## src/rtl/dma_burst_pkg.sv

```systemverilog
package dma_burst_pkg;

    localparam int FIFO_BYTES = 16;
    localparam int CNT_W      = $clog2(FIFO_BYTES + 1);

    typedef logic [CNT_W-1:0] cnt_t;

    typedef struct packed {
        logic [1:0] thr_code;
        logic       word;
        logic       swap;
        logic       tx;
    } cfg_t;

    typedef enum logic [1:0] {
        ST_IDLE  = 2'd0,
        ST_WAIT  = 2'd1,
        ST_BURST = 2'd2
    } burst_st_e;

    // Receive trigger in bytes; the word-mode meaning is the same byte count.
    function automatic cnt_t rx_trigger(input logic [1:0] code);
        case (code)
            2'd0:    return cnt_t'(2);
            2'd1:    return cnt_t'(4);
            2'd2:    return cnt_t'(8);
            default: return cnt_t'(12);
        endcase
    endfunction

    function automatic cnt_t burst_bytes(input cfg_t c);
        return c.tx ? cnt_t'(FIFO_BYTES) - rx_trigger(c.thr_code)
                    : rx_trigger(c.thr_code);
    endfunction

    function automatic cnt_t burst_beats(input cfg_t c);
        return c.word ? (burst_bytes(c) >> 1) : burst_bytes(c);
    endfunction

endpackage

```

## src/rtl/dbr_byte_fifo.sv

```systemverilog
module dbr_byte_fifo #(
    parameter int DEPTH = 16,            // power of two
    parameter int CW    = $clog2(DEPTH + 1)
) (
    input  logic          clk,
    input  logic          rst,
    input  logic [1:0]    push_n,
    input  logic [7:0]    push_d0,
    input  logic [7:0]    push_d1,
    input  logic [1:0]    pop_n,
    output logic [7:0]    head0,
    output logic [7:0]    head1,
    output logic [CW-1:0] count
);
    localparam int AW = $clog2(DEPTH);

    logic [7:0]    mem [DEPTH];
    logic [AW-1:0] wr_ptr;
    logic [AW-1:0] rd_ptr;

    always_ff @(posedge clk) begin
        if (push_n != 2'd0) mem[wr_ptr] <= push_d0;
        if (push_n == 2'd2) mem[wr_ptr + AW'(1)] <= push_d1;
    end

    always_ff @(posedge clk) begin
        if (rst) begin
            wr_ptr <= '0;
            rd_ptr <= '0;
            count  <= '0;
        end else begin
            wr_ptr <= wr_ptr + AW'(push_n);
            rd_ptr <= rd_ptr + AW'(pop_n);
            count  <= count + CW'(push_n) - CW'(pop_n);
        end
    end

    assign head0 = mem[rd_ptr];
    assign head1 = mem[rd_ptr + AW'(1)];

endmodule

```

## src/rtl/dbr_burst_ctrl.sv

```systemverilog
module dbr_burst_ctrl
    import dma_burst_pkg::*;
(
    input  logic clk,
    input  logic rst,
    input  cfg_t cfg_in,
    input  cnt_t fill,
    input  logic grant,
    output cfg_t cfg_q,
    output logic req,
    output logic beat
);
    burst_st_e state;
    cnt_t      beats_left;
    logic      trig;

    always_comb begin
        if (cfg_q.tx) trig = (fill <= rx_trigger(cfg_q.thr_code));
        else          trig = (fill >= rx_trigger(cfg_q.thr_code));
    end

    always_ff @(posedge clk) begin
        if (rst) begin
            state      <= ST_IDLE;
            cfg_q      <= '0;
            beats_left <= '0;
        end else begin
            case (state)
                ST_IDLE: begin
                    // a changed setting is loaded first, then evaluated
                    if (cfg_in != cfg_q) cfg_q <= cfg_in;
                    else if (trig)       state <= ST_WAIT;
                end
                ST_WAIT: begin
                    if (grant) begin
                        state      <= ST_BURST;
                        beats_left <= burst_beats(cfg_q);
                    end
                end
                ST_BURST: begin
                    beats_left <= beats_left - cnt_t'(1);
                    if (beats_left == cnt_t'(1)) state <= ST_IDLE;
                end
                default: state <= ST_IDLE;
            endcase
        end
    end

    assign req  = (state != ST_IDLE);
    assign beat = (state == ST_BURST);

endmodule

```

## src/rtl/dma_burst_requester.sv

```systemverilog
module dma_burst_requester
    import dma_burst_pkg::*;
(
    input  logic        clk,
    input  logic        rst,
    input  logic [1:0]  cfg_thr,
    input  logic        cfg_word,
    input  logic        cfg_swap,
    input  logic        cfg_tx,
    input  logic        net_in_valid,
    input  logic [7:0]  net_in_data,
    input  logic        net_out_ready,
    output logic        net_out_valid,
    output logic [7:0]  net_out_data,
    input  logic        bus_grant,
    output logic        bus_req,
    output logic [1:0]  addr_inc,
    output logic [15:0] dma_rdata,
    input  logic [15:0] dma_wdata,
    output logic        ovf_flag,
    output logic        unf_flag
);
    cfg_t       cfg_in;
    cfg_t       cfg_q;
    cnt_t       fill_cnt;
    logic       beat;
    logic       full;
    logic       empty;
    logic       net_push_ok;
    logic       net_pop_ok;
    logic [1:0] step;
    logic [1:0] push_n;
    logic [1:0] pop_n;
    logic [7:0] push_d0;
    logic [7:0] push_d1;
    logic [7:0] head0;
    logic [7:0] head1;

    assign cfg_in = '{thr_code: cfg_thr, word: cfg_word, swap: cfg_swap, tx: cfg_tx};

    dbr_burst_ctrl u_ctrl (
        .clk    (clk),
        .rst    (rst),
        .cfg_in (cfg_in),
        .fill   (fill_cnt),
        .grant  (bus_grant),
        .cfg_q  (cfg_q),
        .req    (bus_req),
        .beat   (beat)
    );

    dbr_byte_fifo #(.DEPTH(FIFO_BYTES), .CW(CNT_W)) u_store (
        .clk     (clk),
        .rst     (rst),
        .push_n  (push_n),
        .push_d0 (push_d0),
        .push_d1 (push_d1),
        .pop_n   (pop_n),
        .head0   (head0),
        .head1   (head1),
        .count   (fill_cnt)
    );

    assign full        = (fill_cnt == cnt_t'(FIFO_BYTES));
    assign empty       = (fill_cnt == '0);
    assign step        = cfg_q.word ? 2'd2 : 2'd1;
    assign net_push_ok = !cfg_q.tx && net_in_valid && !full;
    assign net_pop_ok  = cfg_q.tx && net_out_ready && !empty;

    // steering between the two sides of the byte store
    always_comb begin
        if (cfg_q.tx) begin
            push_n = beat ? step : 2'd0;
            pop_n  = {1'b0, net_pop_ok};
            if (cfg_q.word && cfg_q.swap) begin
                push_d0 = dma_wdata[15:8];
                push_d1 = dma_wdata[7:0];
            end else begin
                push_d0 = dma_wdata[7:0];
                push_d1 = dma_wdata[15:8];
            end
        end else begin
            push_n  = {1'b0, net_push_ok};
            pop_n   = beat ? step : 2'd0;
            push_d0 = net_in_data;
            push_d1 = 8'h00;
        end
    end

    always_comb begin
        if (!beat || cfg_q.tx)  dma_rdata = 16'h0000;
        else if (!cfg_q.word)   dma_rdata = {8'h00, head0};
        else if (cfg_q.swap)    dma_rdata = {head0, head1};
        else                    dma_rdata = {head1, head0};
    end

    always_ff @(posedge clk) begin
        if (rst) begin
            ovf_flag <= 1'b0;
            unf_flag <= 1'b0;
        end else begin
            if (!cfg_q.tx && net_in_valid && full)  ovf_flag <= 1'b1;
            if (cfg_q.tx && net_out_ready && empty) unf_flag <= 1'b1;
        end
    end

    assign addr_inc      = beat ? step : 2'd0;
    assign net_out_valid = cfg_q.tx && !empty;
    assign net_out_data  = cfg_q.tx ? head0 : 8'h00;

endmodule

```

## config.mk

```make
export PLATFORM = sky130hd
export DESIGN_NAME = dma_burst_requester
export DESIGN_NICKNAME = d
export VERILOG_FILES = /design/src/rtl/dma_burst_pkg.sv /design/src/rtl/dbr_byte_fifo.sv /design/src/rtl/dbr_burst_ctrl.sv /design/src/rtl/dma_burst_requester.sv
export SDC_FILE = /design/constraint.sdc
export NUM_CORES = 1
export LEC_CHECK = 0
export BUFFER_PORTS_ARGS = -buffer_cell sky130_fd_sc_hd__buf_2
export CAP_MARGIN = 10
export CORE_MARGIN = 5
export CORE_UTILIZATION = 50
export DETAILED_ROUTE_END_ITERATION = 16
export GPL_ROUTABILITY_DRIVEN = 1
export PLACE_DENSITY = 0.7
export SYNTH_ARGS = -nofsm -noshare
export SYNTH_HDL_FRONTEND = slang
export SYNTH_HIERARCHICAL = 1
export SYNTH_SLANG_ARGS = --single-unit
```

## constraint.sdc

```tcl
create_clock -name clk -period 3 [get_ports clk]
set_clock_uncertainty 0.15 [all_clocks]
set_input_delay 0.15 -clock clk [delete_from_list [all_inputs] [get_ports clk]]
set_output_delay 0.15 -clock clk [all_outputs]
set_load 0.02 [all_outputs]
```

==> results.md <==
* Top FF cell, synth: edfxtp_1
* Syn Inst Count at 793
* I/O pin total at 64
* Routed wire per std cell at 25.0 um
* WS Path Type: reg2out
* Multi-input logic area at 5400 sq um
* Row count at 52
* Post-synth EDFFs at 128
* CTS tree: yes
* Slew Viols, Final at 0
* Slew @ Worst Pin at 636 ps
* Number of H-tree levels at 4
* Synth unique cells at 63
* Die H at 152 um
* Clk root buf: clkbuf_16
* Nets at 947
* DP HPWL at 18,900 um
* Largest net degree at the start of global routing at 39
* Max IR drop VDD at 0.414 mV
* Clock net sink count at 155
* Cell Count Post-Placement at 1,129
* CP Data Required Time at 2700 ps
* Chip Width at 152 um
* Power share of the combinational group at 0.258
* P_leak at 0.00429 uW
* Final core utilization at 0.595
* I/O Buffers at 63
* Seq pwr share at 0.407
* Gr usage total at 0.247
* Syn-to-layout area delta at 17.8%
* Pwr/cell area at 522 nW/um^2
* Clock latency on the worst-skew pair at 430 ps
* Initial antenna violation count at 0
* FF+latch area at 4390 sq um
* DR vias/cell at 6.29
* Crit. End Element: output port
* Via Count at 7,408
* Psw at 1840 uW
* First-pass GRT wire length at 43,700 um
* Clk buf depth at 2
* Final hold vios at 0
* Layout cells sized above 1 at 0.449
* Max-cap violations at 0
* Starting Density at 0.505
* Asr flop ratio synth at 0
* Total Die Area at 23,300 sq um
* Max Freq at 337 MHz
* Finished Layout Cells at 1,177
* Net Count, Synth at 846
* Net Sw Frac at 0.295
* Core box area at 20,100 sq um
* RSZ-0062 raised after global routing: true
* Placer Congestion at 0.882
* R2R cell count at 7
* Synth Register Bits at 155
* Sequential element share of the synthesized area at 0.432
* Grt ovf at 0
* ANT cells at 0
* Syn_area_per_cell at 12.8 sq um
* DRC violation count after routing at 0
* Commonest non-fill, non-tap cell in the layout: edfxtp_1
* Crit path DAT at 2670 ps
* Most frequent cells in the layout: edfxtp_1, mux2_2, nand2_1
* CTS clk-pin slew, worst paths at 60 ps
* TNS Setup at 0 ps
* CP max FO at 7
* Final critical-path share of the clock period at 0.989
* Post-Syn Area at 10,200 sq um
* Design Area, Final at 12,000 sq um
* DRT iter0 DRCs at 858
* Initial DRT Pass Iterations at 6
* Area of placed instances at 11,000 sq um
* Antenna-violating nets left at 0
* Vias in the first global route at 7,130
* Final min period at 2970 ps
* Setup violations, final at 0
* Filler cells at 1,542
* WHS at 44.3 ps
* Clock Power Share at 0.335
* Outcome: complete, no violations
* Post-Route WL at 29,500 um
* Synth warnings at 6
* Pint at 4400 uW
* Worst hold path type: in2reg
* Headroom to the max-slew limit at 0.575
* Hold Crit Depth at 2
* CTS buffer count at 17
* Crit start category: flip-flop
per-layer routing:
layer / GRT usage / share of wire
met5: 0 / 0
met4: 0.0891 / 0.036
met3: 0.0511 / 0.11
met2: 0.397 / 0.47
met1: 0.336 / 0.39
flip-flops by register name (all words and copies together) (netlist names):
register	flops
ovf_flag	1
u_ctrl/beats_left	5
u_ctrl/cfg_q	5
u_ctrl/state	2
u_store/count	5
u_store/mem	128
u_store/rd_ptr	4
u_store/wr_ptr	4
unf_flag	1
path summary, 6_finish.rpt:
path | startpoint | endpoint | slack [ps]
hold reg to reg | unf_flag | unf_flag | 300
setup / recovery | u_store/rd_ptr[0] | dma_rdata[11] | 30
setup reg to reg | u_store/count[1] | u_store/mem[14][7] | 100
hold / removal | rst | u_store/rd_ptr[1] | 40
per-stage QoR:
| stage | setup slack [ps] | total power (uW) |
|---|---|---|
| 2_1_floorplan | 78.2 | 3610 |
| 3_3_place_gp | 109 | 3980 |
| 3_5_place_dp | 85.6 | 4010 |
| 4_1_cts | 6.18 | 6150 |
| 5_1_grt | -33.9 | 6510 |
| 6_report | 32.7 | 6250 |
cells in the mapped netlist (all sizes together) (2+ instances only):
cell,number,area (sq um)
mux2,129,1480
edfxtp,128,3840
nand2,82,330
mux4,64,1490
nor2,57,240
buf,36,278
a21oi,34,170
dfxtp,27,541
inv,25,98.9
nor2b,23,154
clkbuf,21,80.1
mux2i,17,170
a22oi,16,120
ha,15,188
a211oi,11,92.6
and2,11,68.8
a31oi,10,62.6
xor2,10,103
a21boi,8,60.1
clkdlybuf4s15,8,80.1
nand2b,7,43.8
xnor2,6,52.6
nor3,5,25.0
o21ai,5,25.0
a21o,4,31.3
fa,4,80.1
nor4,4,40.0
and3b,3,28.8
o22ai,3,18.8
and3,2,12.5
nand3,2,10.0
nand3b,2,15.0
nor3b,2,15.0
or3,2,12.5
timing repair:
item	in CTS	in global routing
hold endpoints to repair	8	0
setup buffers	3	0
setup endpoints to repair	16	40
cloned	2	3
hold buffers	8	0
pin swaps	1	4
gates resized for setup	9	29
logic make-up after synthesis:
family,synth area share
xor+xnor,0.0153
fa+ha+maj,0.0264
mux,0.309
flops,0.432
simple gates,0.103
compound gates,0.0614
buf+inv,0.0529
worst max-delay path: stages (launching register included):
cell	delay, ps
dfxtp_4	420
ha_4	180
xor2_4	180
buf_12	150
mux4_2	280
mux2i_1	400
a21oi_1	190
mux2i_1	180
nor2_1	90
buf_2	160
layout make-up:
class                      count  area share
multi-input combinational    548       0.452
inverter                      25     0.00826
sequential                   155       0.367
clock inverter                13      0.0110
timing repair buffer         147      0.0974
clock buffer                  19      0.0362
tap                          270      0.0282
power by group through the flow:
| stage | logic (uW) | clock network [uW] | registers, uW |
|---|---|---|---|
| floorplan | 1060 | 0 | 2550 |
| global placement | 1410 | 0 | 2570 |
| detailed placement | 1430 | 0 | 2580 |
| CTS | 1500 | 2110 | 2530 |
| global route | 1740 | 2220 | 2550 |
| finish | 1610 | 2090 | 2540 |
Power figures use the tool's default switching activity.
